## config.mk

```make
export PLATFORM = sky130hd
export DESIGN_NAME = irq_vector_ctrl
export DESIGN_NICKNAME = d
export VERILOG_FILES = /design/src/rtl/irq_pkg.sv /design/src/rtl/irq_control.sv /design/src/rtl/irq_datapath.sv /design/src/rtl/irq_vector_ctrl.sv
export SDC_FILE = /design/constraint.sdc
export NUM_CORES = 1
export LEC_CHECK = 0
export ABC_AREA = 1
export BUFFER_PORTS_ARGS = -buffer_cell sky130_fd_sc_hd__clkbuf_2
export CAP_MARGIN = 20
export CORE_MARGIN = 3
export CORE_UTILIZATION = 25
export DETAILED_ROUTE_END_ITERATION = 8
export GPL_ROUTABILITY_DRIVEN = 1
export GPL_TIMING_DRIVEN = 0
export SLEW_MARGIN = 5
export SYNTH_ARGS = -nofsm -noshare
export SYNTH_HDL_FRONTEND = slang
export SYNTH_SLANG_ARGS = --single-unit
export TNS_END_PERCENT = 20
```

## constraint.sdc

```tcl
create_clock -name clk -period 1.6 [get_ports clk]
set_clock_uncertainty 0.05 [all_clocks]
set_input_delay 0.24 -clock clk [delete_from_list [all_inputs] [get_ports clk]]
set_output_delay 0.24 -clock clk [all_outputs]
set_load 0.05 [all_outputs]
```

## src/rtl/irq_pkg.sv

```systemverilog
package irq_pkg;
  // Control-to-datapath strobes for one clock cycle
  typedef struct packed {
    logic accept;   // take the winning request this cycle
    logic restore;  // return instruction completed
  } ctlStrobe_t;
endpackage

```

## src/rtl/irq_control.sv

```systemverilog
module irq_control
  import irq_pkg::*;
(
  input  logic       clk,
  input  logic       rstN,
  input  logic       eiStrobe,
  input  logic       diStrobe,
  input  logic       rtiStrobe,
  input  logic       instrDone,
  input  logic       anyReady,
  output logic       globalEn,
  output ctlStrobe_t strobe
);
  logic eiPending;
  logic eiMatures;
  logic enNow;

  // A waiting enable matures at the boundary after the enable instruction
  assign eiMatures = eiPending & instrDone & ~diStrobe;
  assign enNow     = globalEn | eiMatures;

  always_comb begin
    strobe.accept  = instrDone & ~diStrobe & enNow & anyReady;
    strobe.restore = rtiStrobe;
  end

  always_ff @(posedge clk) begin
    if (!rstN) begin
      globalEn  <= 1'b0;
      eiPending <= 1'b0;
    end else if (diStrobe || strobe.accept) begin
      globalEn  <= 1'b0;
      eiPending <= 1'b0;
    end else begin
      if (eiMatures) globalEn <= 1'b1;
      eiPending <= eiStrobe | (eiPending & ~instrDone);
    end
  end
endmodule

```

## src/rtl/irq_datapath.sv

```systemverilog
module irq_datapath
  import irq_pkg::*;
#(
  parameter int NUM_SRC  = 8,
  parameter int NUM_EXT  = 2,
  parameter int ADDR_W   = 8,
  parameter int VEC_BASE = 'h80
) (
  input  logic                       clk,
  input  logic                       rstN,
  input  logic [NUM_EXT-1:0]         extPin,
  input  logic [NUM_EXT-1:0]         extRise,
  input  logic [NUM_SRC-NUM_EXT-1:0] intEvt,
  input  logic [NUM_SRC-1:0]         srcEnable,
  input  logic [NUM_SRC-1:0]         srcClr,
  input  ctlStrobe_t                 strobe,
  output logic                       anyReady,
  output logic [NUM_SRC-1:0]         reqFlags,
  output logic                       takeIrq,
  output logic [ADDR_W-1:0]          vecAddr,
  output logic                       restoreCtx
);
  localparam int IDX_W = (NUM_SRC > 1) ? $clog2(NUM_SRC) : 1;
  localparam logic [ADDR_W-1:0] BASE = ADDR_W'(VEC_BASE);

  logic [NUM_EXT-1:0] pinPrev;
  logic [NUM_SRC-1:0] evtHit;
  logic [NUM_SRC-1:0] ready;
  logic [NUM_SRC-1:0] winner;
  logic [IDX_W-1:0]   winIdx;

  // Edge detectors on the external pins, direction chosen per pin
  for (genvar g = 0; g < NUM_EXT; g++) begin : g_ext
    assign evtHit[g] = extRise[g] ? (extPin[g] & ~pinPrev[g])
                                  : (~extPin[g] & pinPrev[g]);
  end
  assign evtHit[NUM_SRC-1:NUM_EXT] = intEvt;

  assign ready    = reqFlags & srcEnable;
  assign anyReady = |ready;

  // Fixed priority: lowest index wins
  always_comb begin
    winIdx = '0;
    for (int i = NUM_SRC - 1; i >= 0; i--) begin
      if (ready[i]) winIdx = IDX_W'(i);
    end
  end

  always_comb begin
    winner = '0;
    winner[winIdx] = strobe.accept;
  end

  always_ff @(posedge clk) begin
    if (!rstN) begin
      pinPrev    <= '0;
      reqFlags   <= '0;
      takeIrq    <= 1'b0;
      vecAddr    <= '0;
      restoreCtx <= 1'b0;
    end else begin
      pinPrev    <= extPin;
      // a new event beats any clear in the same cycle
      reqFlags   <= (reqFlags & ~srcClr & ~winner) | evtHit;
      takeIrq    <= strobe.accept;
      restoreCtx <= strobe.restore;
      if (strobe.accept) begin
        vecAddr <= BASE + ADDR_W'({winIdx, 1'b0});
      end
    end
  end
endmodule

```

## src/rtl/irq_vector_ctrl.sv

```systemverilog
module irq_vector_ctrl
  import irq_pkg::*;
#(
  parameter int NUM_SRC  = 8,
  parameter int NUM_EXT  = 2,
  parameter int ADDR_W   = 8,
  parameter int VEC_BASE = 'h80
) (
  input  logic                       clk,
  input  logic                       rstN,
  input  logic [NUM_EXT-1:0]         extPin,
  input  logic [NUM_EXT-1:0]         extRise,
  input  logic [NUM_SRC-NUM_EXT-1:0] intEvt,
  input  logic [NUM_SRC-1:0]         srcEnable,
  input  logic [NUM_SRC-1:0]         srcClr,
  input  logic                       instrDone,
  input  logic                       eiStrobe,
  input  logic                       diStrobe,
  input  logic                       rtiStrobe,
  output logic                       takeIrq,
  output logic [ADDR_W-1:0]          vecAddr,
  output logic                       restoreCtx,
  output logic                       globalEn,
  output logic [NUM_SRC-1:0]         reqFlags
);
  ctlStrobe_t strobe;
  logic       anyReady;

  irq_control i_control (
    .clk       (clk),
    .rstN      (rstN),
    .eiStrobe  (eiStrobe),
    .diStrobe  (diStrobe),
    .rtiStrobe (rtiStrobe),
    .instrDone (instrDone),
    .anyReady  (anyReady),
    .globalEn  (globalEn),
    .strobe    (strobe)
  );

  irq_datapath #(
    .NUM_SRC (NUM_SRC),
    .NUM_EXT (NUM_EXT),
    .ADDR_W  (ADDR_W),
    .VEC_BASE(VEC_BASE)
  ) i_datapath (
    .clk       (clk),
    .rstN      (rstN),
    .extPin    (extPin),
    .extRise   (extRise),
    .intEvt    (intEvt),
    .srcEnable (srcEnable),
    .srcClr    (srcClr),
    .strobe    (strobe),
    .anyReady  (anyReady),
    .reqFlags  (reqFlags),
    .takeIrq   (takeIrq),
    .vecAddr   (vecAddr),
    .restoreCtx(restoreCtx)
  );
endmodule

```

==> results_dict.tcl, run 1 <==
set metrics [dict create \
    period_minus_slack_ps 1340 \
    grt_setup_unrepaired "false" \
    die_y_um 67.4 \
    die_w_um 67.4 \
    overflow 0 \
    met3_length_um 161 \
    routed_wl_um 2060 \
    synth_cells 141 \
    antenna_found_initial 0 \
    powerDensity_nw_per_um2 860 \
    start_kind "flip-flop" \
    final_cell_count_no_fill 239 \
    vias_per_cell 3.91 \
    peakVddDrop_uv 399 \
    post_synth_mux_area_share 0 \
    synth_top_family_by_area "simple AND/OR/NAND/NOR gates" \
    synth_area_per_cell_um2 6.67 \
    dpl.hpwl_um 1740 \
    grt_max_degree 11 \
    cts_sinks 18 \
    hold_class "input port to flip-flop" \
    ys_types 20 \
    numCtsBuffers 3 \
    cp-end-kind "flip-flop" \
    synth-compound-area-share 0.108 \
    status "finished clean" \
    path_class "flip-flop to flip-flop" \
    die_area_um2 4540 \
    ys_seq_elements 18 \
    synth_top_cell_area_share 0.383 \
    maxCapViolCount 0 \
    start_util 0.271 \
    timing.hold.worst_path_depth 3 \
    yosysTopAreaCell "dfxtp_1" \
    drtIter0Drc 14 \
    gp_congestion 0.765 \
    drive_above_1_share 0.389 \
    dpl.cell_count 235 \
    port_buffers 45 \
    hp-start "rtiStrobe" \
    path_clk_slew_ps 70 \
    grt_pass1_vias 797 \
    synth_fa_ha_area_frac 0 \
    post_cts_buffers 0 \
    yosys.area_share.simple 0.366 \
    max_freq_mhz 744 \
    syn2layout_area_growth_pct 37.2 \
    cts_resized 0 \
    cp.arrival_ps 1440 \
    finalNetCount 226 \
    vias 934 \
    synth_xor_area_frac 0 \
    n_antenna_cell 0 \
    fin_hold_ws_ps 117 \
    met1_length_um 920 \
    insertion_delay_ps 250 \
    grt_pass1_wl_um 3370 \
    cts_tree "yes" \
    leakagePower_uw 0.000707 \
    crit_fanout 3 \
    synth_seq_area_share 0.383 \
    final_antenna_net_count 0 \
    ff2ff_setup_slack_ps 260 \
    ys_warn_count 0 \
    routedWlPerCell_um 8.62 \
    cts_root_buf "clkbuf_8" \
    cp.required_ps 1690 \
    synth_area_um2 941 \
    finalHoldViolCount 0 \
    cts-hold-fix-buffers 0 \
    core_area_um2 3470 \
    setup_tns_ps 0 \
    top_layer "met4" \
    setup_viol 0 \
    reg2reg_depth 10 \
    period_share 0.840 \
    reg2reg_from "i_datapath.reqFlags[5]$_SDFF_PN0_" \
    track_usage 0.0997 \
    clock_path_buffers 2 \
    hold_path_end "i_datapath.restoreCtx$_SDFF_PN0_" \
    ios 51 \
    cts_max_level 1 \
    wl_met2_um 962 \
    slew_viol_final 0 \
    dr.pass1.iters 3 \
    reg2reg_to "i_datapath.reqFlags[3]$_SDFF_PN0_" \
    rows 21 \
    drc 0 \
    synth.area.top_cells "dfxtp_1 (38%), nand2_1 (15%), inv_1 (8.4%)" \
]
==> layout by cell type, fill, tap and decap left out <==
cell type	Yosys	routed
nor2_2	3	3
nand2_4	3	3
a21oi_2	1	1
nor2_4	1	1
clkbuf_1	1	1
dfxtp_1	18	17
nand2_1	37	37
conb_1	1	4
or2_4	1	1
clkbuf_2	0	45
nor2_1	17	17
buf_4	4	4
inv_2	5	5
a31oi_1	1	1
dfxtp_2	0	1
clkbuf_8	0	4
nand3_1	8	8
inv_1	21	21
o21ai_2	3	3
o21ai_0	2	2
a21oi_1	10	10
nand3_2	1	1
nand2_2	3	3
==> worst max path at each step <==
stage / cells past startpoint / slack [ps] / end / from
after global placement: 11 / 250 / i_datapath.reqFlags[3]$_SDFF_PN0_ / srcEnable[5]
after floorplan: 9 / 9 / i_datapath.reqFlags[3]$_SDFF_PN0_ / i_datapath.reqFlags[1]$_SDFF_PN0_
after global routing: 12 / 80 / i_datapath.reqFlags[0]$_SDFF_PN0_ / i_datapath.reqFlags[7]$_SDFF_PN0_
final: 10 / 260 / i_datapath.reqFlags[3]$_SDFF_PN0_ / i_datapath.reqFlags[5]$_SDFF_PN0_
after CTS: 10 / 240 / i_datapath.reqFlags[3]$_SDFF_PN0_ / i_datapath.reqFlags[5]$_SDFF_PN0_
after detailed placement: 11 / 250 / i_datapath.reqFlags[3]$_SDFF_PN0_ / srcEnable[5]
==> routing by layer <==
layer,vias up,global-route usage
met5,-,0
met4,0,0.0304
met3,2,0.0366
met2,31,0.167
met1,378,0.118
li1,523,-
==> critical path, cell delays in order (launching register included) <==
cell and delay [ps]:
dfxtp_1 320, nand2_1 90, nand2_1 70, inv_2 70
nand2_1 70, nand2_1 90, nand2_1 100, nor2_2 120
nand3_1 90, a21oi_1 130, nor2_1 50
==> kinds of logic after synthesis <==
group | count (synthesis)
AO/OA/AOI/OAI | 17
buffers and inverters | 31
flip-flops | 18
other | 1
AND/OR/NAND/NOR | 74
==> sequential cells by signal, summed over array words and instances (netlist names) <==
name / flops
i_control.eiPending: 1
i_control.globalEn: 1
i_datapath.pinPrev: 2
i_datapath.reqFlags: 8
i_datapath.restoreCtx: 1
i_datapath.takeIrq: 1
i_datapath.vecAddr: 4
==> synthesized netlist by cell type (all sizes together) <==
master and count:
a21oi 11, a31oi 1, buf 4, clkbuf 1, conb 1, dfxtp 18, inv 26, nand2 43
nand3 9, nor2 21, o21ai 5, or2 1
==> layout make-up <==
type / count / area (um^2)
timing repair buffer: 45 / 225
sequential: 18 / 362
multi-input combinational: 95 / 460
inverter: 26 / 97.6
clock buffer: 4 / 55.1
buffer: 5 / 33.8
fill: 406 / 2180
tap: 46 / 57.6
==> metrics by stage <==
stage	area [um^2]	setup WS, ps	util	power (uW)
floorplan	953	8.90	-	680
global placement	1240	249	0.356	752
detailed placement	1240	249	0.356	754
CTS	1290	240	0.372	1130
global route	1290	83.9	0.372	1180
finish	1290	255	0.372	1110
==> power by group <==
part	total (uW)	leakage (uW)	internal (uW)	switching, uW
combinational	258	0.000529	82.1	176
sequential	482	0.000149	470	12.9
clock	370	0.0000288	218	151
total	1110	0.000707	770	340
No activity file was read; power rests on OpenSTA's default activity.
==> inputs of run 2 (changes only) <==
Clock period 1.6 ns to 1.2 ns, I/O delays scaled along.
==> run 2 against run 1 <==
  * The flow now finishes with violations (setup timing)
  * Critical path depth down 2
  * Core utilization increased by 6.7 points
  * Clock power rose by 19%
  * Critical path type unchanged
  * Largest cell class unchanged
  * Largest power group unchanged
==> results_dict.tcl, run 2 (same netlist as run 1, synthesis figures left out) <==
set metrics [dict create \
    timing.final.ws_setup_ps -106 \
    insertion_delay_ps 250 \
    setup_tns_ps -920 \
    slew_viol_final 0 \
    grt_use_met3 0.0399 \
    syn2layout_area_growth_pct 62.0 \
    timing.hold.worst_path_depth 3 \
    vias_per_cell 4.02 \
    path_class "flip-flop to flip-flop" \
    reg2reg_from "i_datapath.reqFlags[7]$_SDFF_PN0_" \
    routed_wl_um 2260 \
    max_stage_delay_ps 360 \
    hold_path_end "i_datapath.restoreCtx$_SDFF_PN0_" \
    violations "setup timing" \
    core_area_um2 3470 \
    gp_congestion 0.727 \
    setup_viol 14 \
    period_share 1.09 \
    path_clk_slew_ps 70 \
    final_common_cell "clkbuf_2" \
    hold_class "input port to flip-flop" \
    port_buffers 45 \
    dr.pass1.iters 3 \
    cp_num_cells 8 \
    pre_cts_slack_ps -145 \
    overflow 0 \
    top_register "i_datapath.reqFlags" \
    cp.arrival_ps 1400 \
    vias 985 \
    biggestRegsByFlops "i_datapath.reqFlags x8, i_datapath.vecAddr x4, i_datapath.pinPrev x2" \
    n_antenna_cell 0 \
    ios 51 \
    grt_pass1_wl_um 3600 \
    leakagePower_uw 0.000771 \
    status "finished, violations left" \
    cp-end-kind "flip-flop" \
    reg2reg_to "i_datapath.reqFlags[7]$_SDFF_PN0_" \
    powerDensity_nw_per_um2 995 \
    cts-hold-fix-buffers 0 \
    numCtsBuffers 3 \
    cts_max_level 1 \
    cp.required_ps 1300 \
    die_area_um2 4540 \
    hp-start "rtiStrobe" \
    clock_path_buffers 2 \
    drc 0 \
    dpl.hpwl_um 1790 \
    antenna_found_initial 0 \
    finalNetCount 232 \
    grt_util_met1 0.129 \
    layout_common_cells "clkbuf_2 (44), inv_1 (19), nand2_2 (18)" \
    routedWlPerCell_um 9.20 \
    drive_above_1_share 0.598 \
    die_w_um 67.4 \
    cts_tree "yes" \
    finalPower_uw 1520 \
    cts_root_buf "clkbuf_8" \
    worst-path-buf-inv 1 \
    largest_reg_flops 8 \
    start_util 0.271 \
    grt.busiest_layer "met2" \
    rows 21 \
    crit_fanout 3 \
    ff2ff_setup_slack_ps -110 \
    drtIter0Drc 9 \
    reg2reg_depth 8 \
    period_minus_slack_ps 1310 \
    grt_setup_unrepaired "true" \
    final_antenna_net_count 0 \
    use_met2 0.166 \
    crit_chain "nand2_4, buf_4, nand3_2, nand3_4, nor2_4, nand3_1, a21oi_1, nor2_1" \
    grt_max_degree 11 \
    finalHoldViolCount 0 \
    max_freq_mhz 766 \
    maxCapViolCount 0 \
    slowest_stage "dfxtp_4" \
    critPathTopFamily "simple AND/OR/NAND/NOR gates" \
    peakVddDrop_uv 699 \
    cts_sinks 18 \
    track_usage 0.103 \
    start_kind "flip-flop" \
    grt_pass1_vias 879 \
    fin_hold_ws_ps 56.5 \
    die_y_um 67.4 \
]
==> run 2: cell types whose count changed in the layout (fill, tap and decap cells not counted), sizes merged <==
cell / delta
buf: +6
==> run 2: report_power, final <==
group | internal (uW) | total, uW | leakage, uW | switching [uW]
Clock | 236 | 442 | 0.0000228 | 207
Combinational | 148 | 430 | 0.000594 | 281
Sequential | 619 | 644 | 0.000154 | 24.3
Total | 1000 | 1520 | 0.000771 | 512
==> run 2: what timing repair did <==
| action | CTS | global route |
|---|---|---|
| gates resized for setup | 4 | 30 |
| setup endpoints to repair | 15 | 15 |
| buffers inserted | 4 | 2 |
| pin swaps | 7 | 9 |
==> run 2: tightest hold or removal path: stages <==
cell,delay (ps)
clkbuf_2,70
nand2_1,40
inv_1,40
==> run 2: metrics by stage <==
stage	cells	utilization	cell area, um^2
after floorplan	144	-	1020
after global placement	235	0.377	1310
after detailed placement	235	0.377	1310
after CTS	243	0.401	1390
after global routing	245	0.439	1520
final	245	0.439	1520
==> run 2: worst max-delay path by stage <==
stage / from / to / slack (ps)
6_report: i_datapath.reqFlags[7]$_SDFF_PN0_ / i_datapath.reqFlags[7]$_SDFF_PN0_ / -110
5_1_grt: i_datapath.reqFlags[7]$_SDFF_PN0_ / i_datapath.reqFlags[0]$_SDFF_PN0_ / -190
4_1_cts: i_datapath.reqFlags[4]$_SDFF_PN0_ / i_datapath.reqFlags[3]$_SDFF_PN0_ / -110
3_5_place_dp: i_datapath.reqFlags[4]$_SDFF_PN0_ / i_datapath.reqFlags[3]$_SDFF_PN0_ / -140
3_3_place_gp: i_datapath.reqFlags[5]$_SDFF_PN0_ / i_datapath.reqFlags[3]$_SDFF_PN0_ / -130
2_1_floorplan: i_datapath.reqFlags[5]$_SDFF_PN0_ / i_datapath.reqFlags[3]$_SDFF_PN0_ / -90
==> run 2: layout make-up <==
cell class / count / area, um^2
Clock buffer: 4 / 45.0
Sequential cell: 18 / 395
Timing Repair Buffer: 51 / 277
Inverter: 26 / 97.6
Fill cell: 376 / 1940
Buffer: 5 / 33.8
Multi-Input combinational cell: 95 / 618
Tap cell: 46 / 57.6
==> run 2: metal layers <==
| metal | vias to the layer above | share of wire |
|---|---|---|
| li1 | 534 | - |
| met1 | 416 | 0.44 |
| met2 | 33 | 0.46 |
| met3 | 2 | 0.090 |
| met4 | 0 | 0.0049 |
| met5 | - | 0 |
==> inputs of run 3 (changes only) <==
Settings changed: SKIP_CTS_REPAIR_TIMING set to 1.
==> run 3 against run 2 <==
  * The run still ends with setup timing left
  * Global-route usage decreased by 0.17 points
  * Non-clock buffer count decreased by 4
  * Critical path depth increased by 2
  * Worst setup slack lost 7.3 ps
  * Sequential power about the same
  * Clock-buffer cell count did not move
  * Die area stayed put
  * Fmax down 0.56%
  * Clock power about the same
  * Critical path type unchanged
  * Critical endpoint is now i_datapath.reqFlags[3]$_SDFF_PN0_
  * Highest routed layer unchanged
==> results_dict.tcl, run 3 (same netlist as run 1, synthesis figures left out) <==
set metrics [dict create \
    n_antenna_cell 0 \
    dpl.hpwl_um 1790 \
    powerDensity_nw_per_um2 1030 \
    path_class "flip-flop to flip-flop" \
    finalHoldViolCount 0 \
    track_usage 0.101 \
    period_minus_slack_ps 1310 \
    cts_root_buf "clkbuf_8" \
    routedWlPerCell_um 9.15 \
    pwr-share-comb 0.268 \
    p_clk_frac 0.299 \
    dpl.cell_count 235 \
    cp-end-kind "flip-flop" \
    placed_area_um2 1310 \
    power.share.switching 0.336 \
    drive_above_1_share 0.564 \
    final_antenna_net_count 0 \
    layout_common_cells "clkbuf_2 (45), nand2_1 (20), inv_1 (19)" \
    cp.arrival_ps 1410 \
    fin_hold_ws_ps 56.2 \
    max_freq_mhz 762 \
    fillers 387 \
    drc 0 \
    die_area_um2 4540 \
    cell_internal_pwr_uw 986 \
    grt_max_degree 11 \
    grt_pass1_wl_um 3530 \
    biggestRegsByFlops "i_datapath.reqFlags x8, i_datapath.vecAddr x4, i_datapath.pinPrev x2" \
    die_w_um 67.4 \
    slew_viol_final 0 \
    path_clk_slew_ps 70 \
    dr.pass1.iters 4 \
    peakVddDrop_uv 699 \
    cp.required_ps 1300 \
    crit_fanout 3 \
    top_register "i_datapath.reqFlags" \
    status "finished, violations left" \
    largest_reg_flops 8 \
    grt_setup_unrepaired "true" \
    maxCapViolCount 0 \
    syn2layout_area_growth_pct 53.9 \
    period_share 1.09 \
    overflow 0 \
    clock_path_buffers 2 \
    grt_pass1_vias 867 \
    final_cell_count_no_fill 241 \
    p_switching_uw 499 \
    numCtsBuffers 3 \
    drtIter0Drc 12 \
    start_kind "flip-flop" \
    start_util 0.271 \
    vias 965 \
    cts_sinks 18 \
    pwr-share-seq 0.433 \
    die_y_um 67.4 \
    vias_per_cell 4.00 \
    setup_tns_ps -865 \
    cts_max_level 1 \
    routed_wl_um 2210 \
    cts_tree "yes" \
    hold_class "input port to flip-flop" \
    rows 21 \
    final_area_um2 1450 \
    core_area_um2 3470 \
    ios 51 \
    insertion_delay_ps 250 \
    violations "setup timing" \
    final_common_cell "clkbuf_2" \
    setup_viol 14 \
    finalNetCount 228 \
    leakagePower_uw 0.000736 \
    timing.final.ws_setup_ps -113 \
    port_buffers 45 \
    antenna_found_initial 0 \
    gp_congestion 0.727 \
]
[run 3: cell types whose count changed in the layout (fill, tap and decap cells not counted), moves of 2 or more]
cell,change
nand2_1,+4
buf_4,-3
nand2_4,-3
nor2_2,+2
nor2_4,-2
[run 3: critical path, stage by stage, from the launching register on]
cell and delay, ps:
dfxtp_4 350, nand2_2 50, nand2_1 60, inv_2 70, nand2_2 80, nand2_2 90
nand2_2 70, nor2_2 110, nand3_1 100, a21oi_2 130, nor2_1 40
[run 3: path summary, 6_finish.rpt]
path / to / start / slack (ps) / cells past startpoint
worst min register to register: i_datapath.vecAddr[7]$_SDFFE_PN0P_ / i_datapath.vecAddr[7]$_SDFFE_PN0P_ / 400 / 2
worst max register to register: i_datapath.reqFlags[3]$_SDFF_PN0_ / i_datapath.reqFlags[5]$_SDFF_PN0_ / -110 / 10
worst min-delay path: i_datapath.restoreCtx$_SDFF_PN0_ / rtiStrobe / 60 / 3
worst max-delay path: i_datapath.reqFlags[3]$_SDFF_PN0_ / i_datapath.reqFlags[5]$_SDFF_PN0_ / -110 / 10
[run 3: cell type report]
cell class / instances / area [um^2] / share of cell area
Inverter: 26 / 97.6 / 0.0674
Buffer: 5 / 33.8 / 0.0233
Tap cell: 46 / 57.6 / 0.0398
Multi-Input combinational cell: 95 / 578 / 0.399
Clock buffer: 4 / 45.0 / 0.0311
Timing Repair Buffer: 47 / 240 / 0.166
Sequential cell: 18 / 395 / 0.273
[run 3: per-stage QoR]
step / worst slack, ps / total power [uW] / util
5_1_grt: -199 / 1580 / 0.417
2_1_floorplan: -88.9 / 914 / -
6_report: -113 / 1480 / 0.417
3_5_place_dp: -145 / 1020 / 0.377
4_1_cts: -162 / 1460 / 0.390
3_3_place_gp: -127 / 1010 / 0.377
[run 3: power by group through the flow]
stage                     Combinational [uW]  Clock (uW)  Sequential, uW
after floorplan                          180           0             734
after global placement                   359           0             654
after detailed placement                 362           0             654
after CTS                                363         459             640
after global routing                     435         497             647
final                                    398         444             642
[run 3: routing by layer]
layer / GRT usage / share of wire
met1: 0.126 / 0.45
met2: 0.163 / 0.45
met3: 0.0399 / 0.092
met4: 0.0228 / 0.0050
met5: 0 / 0
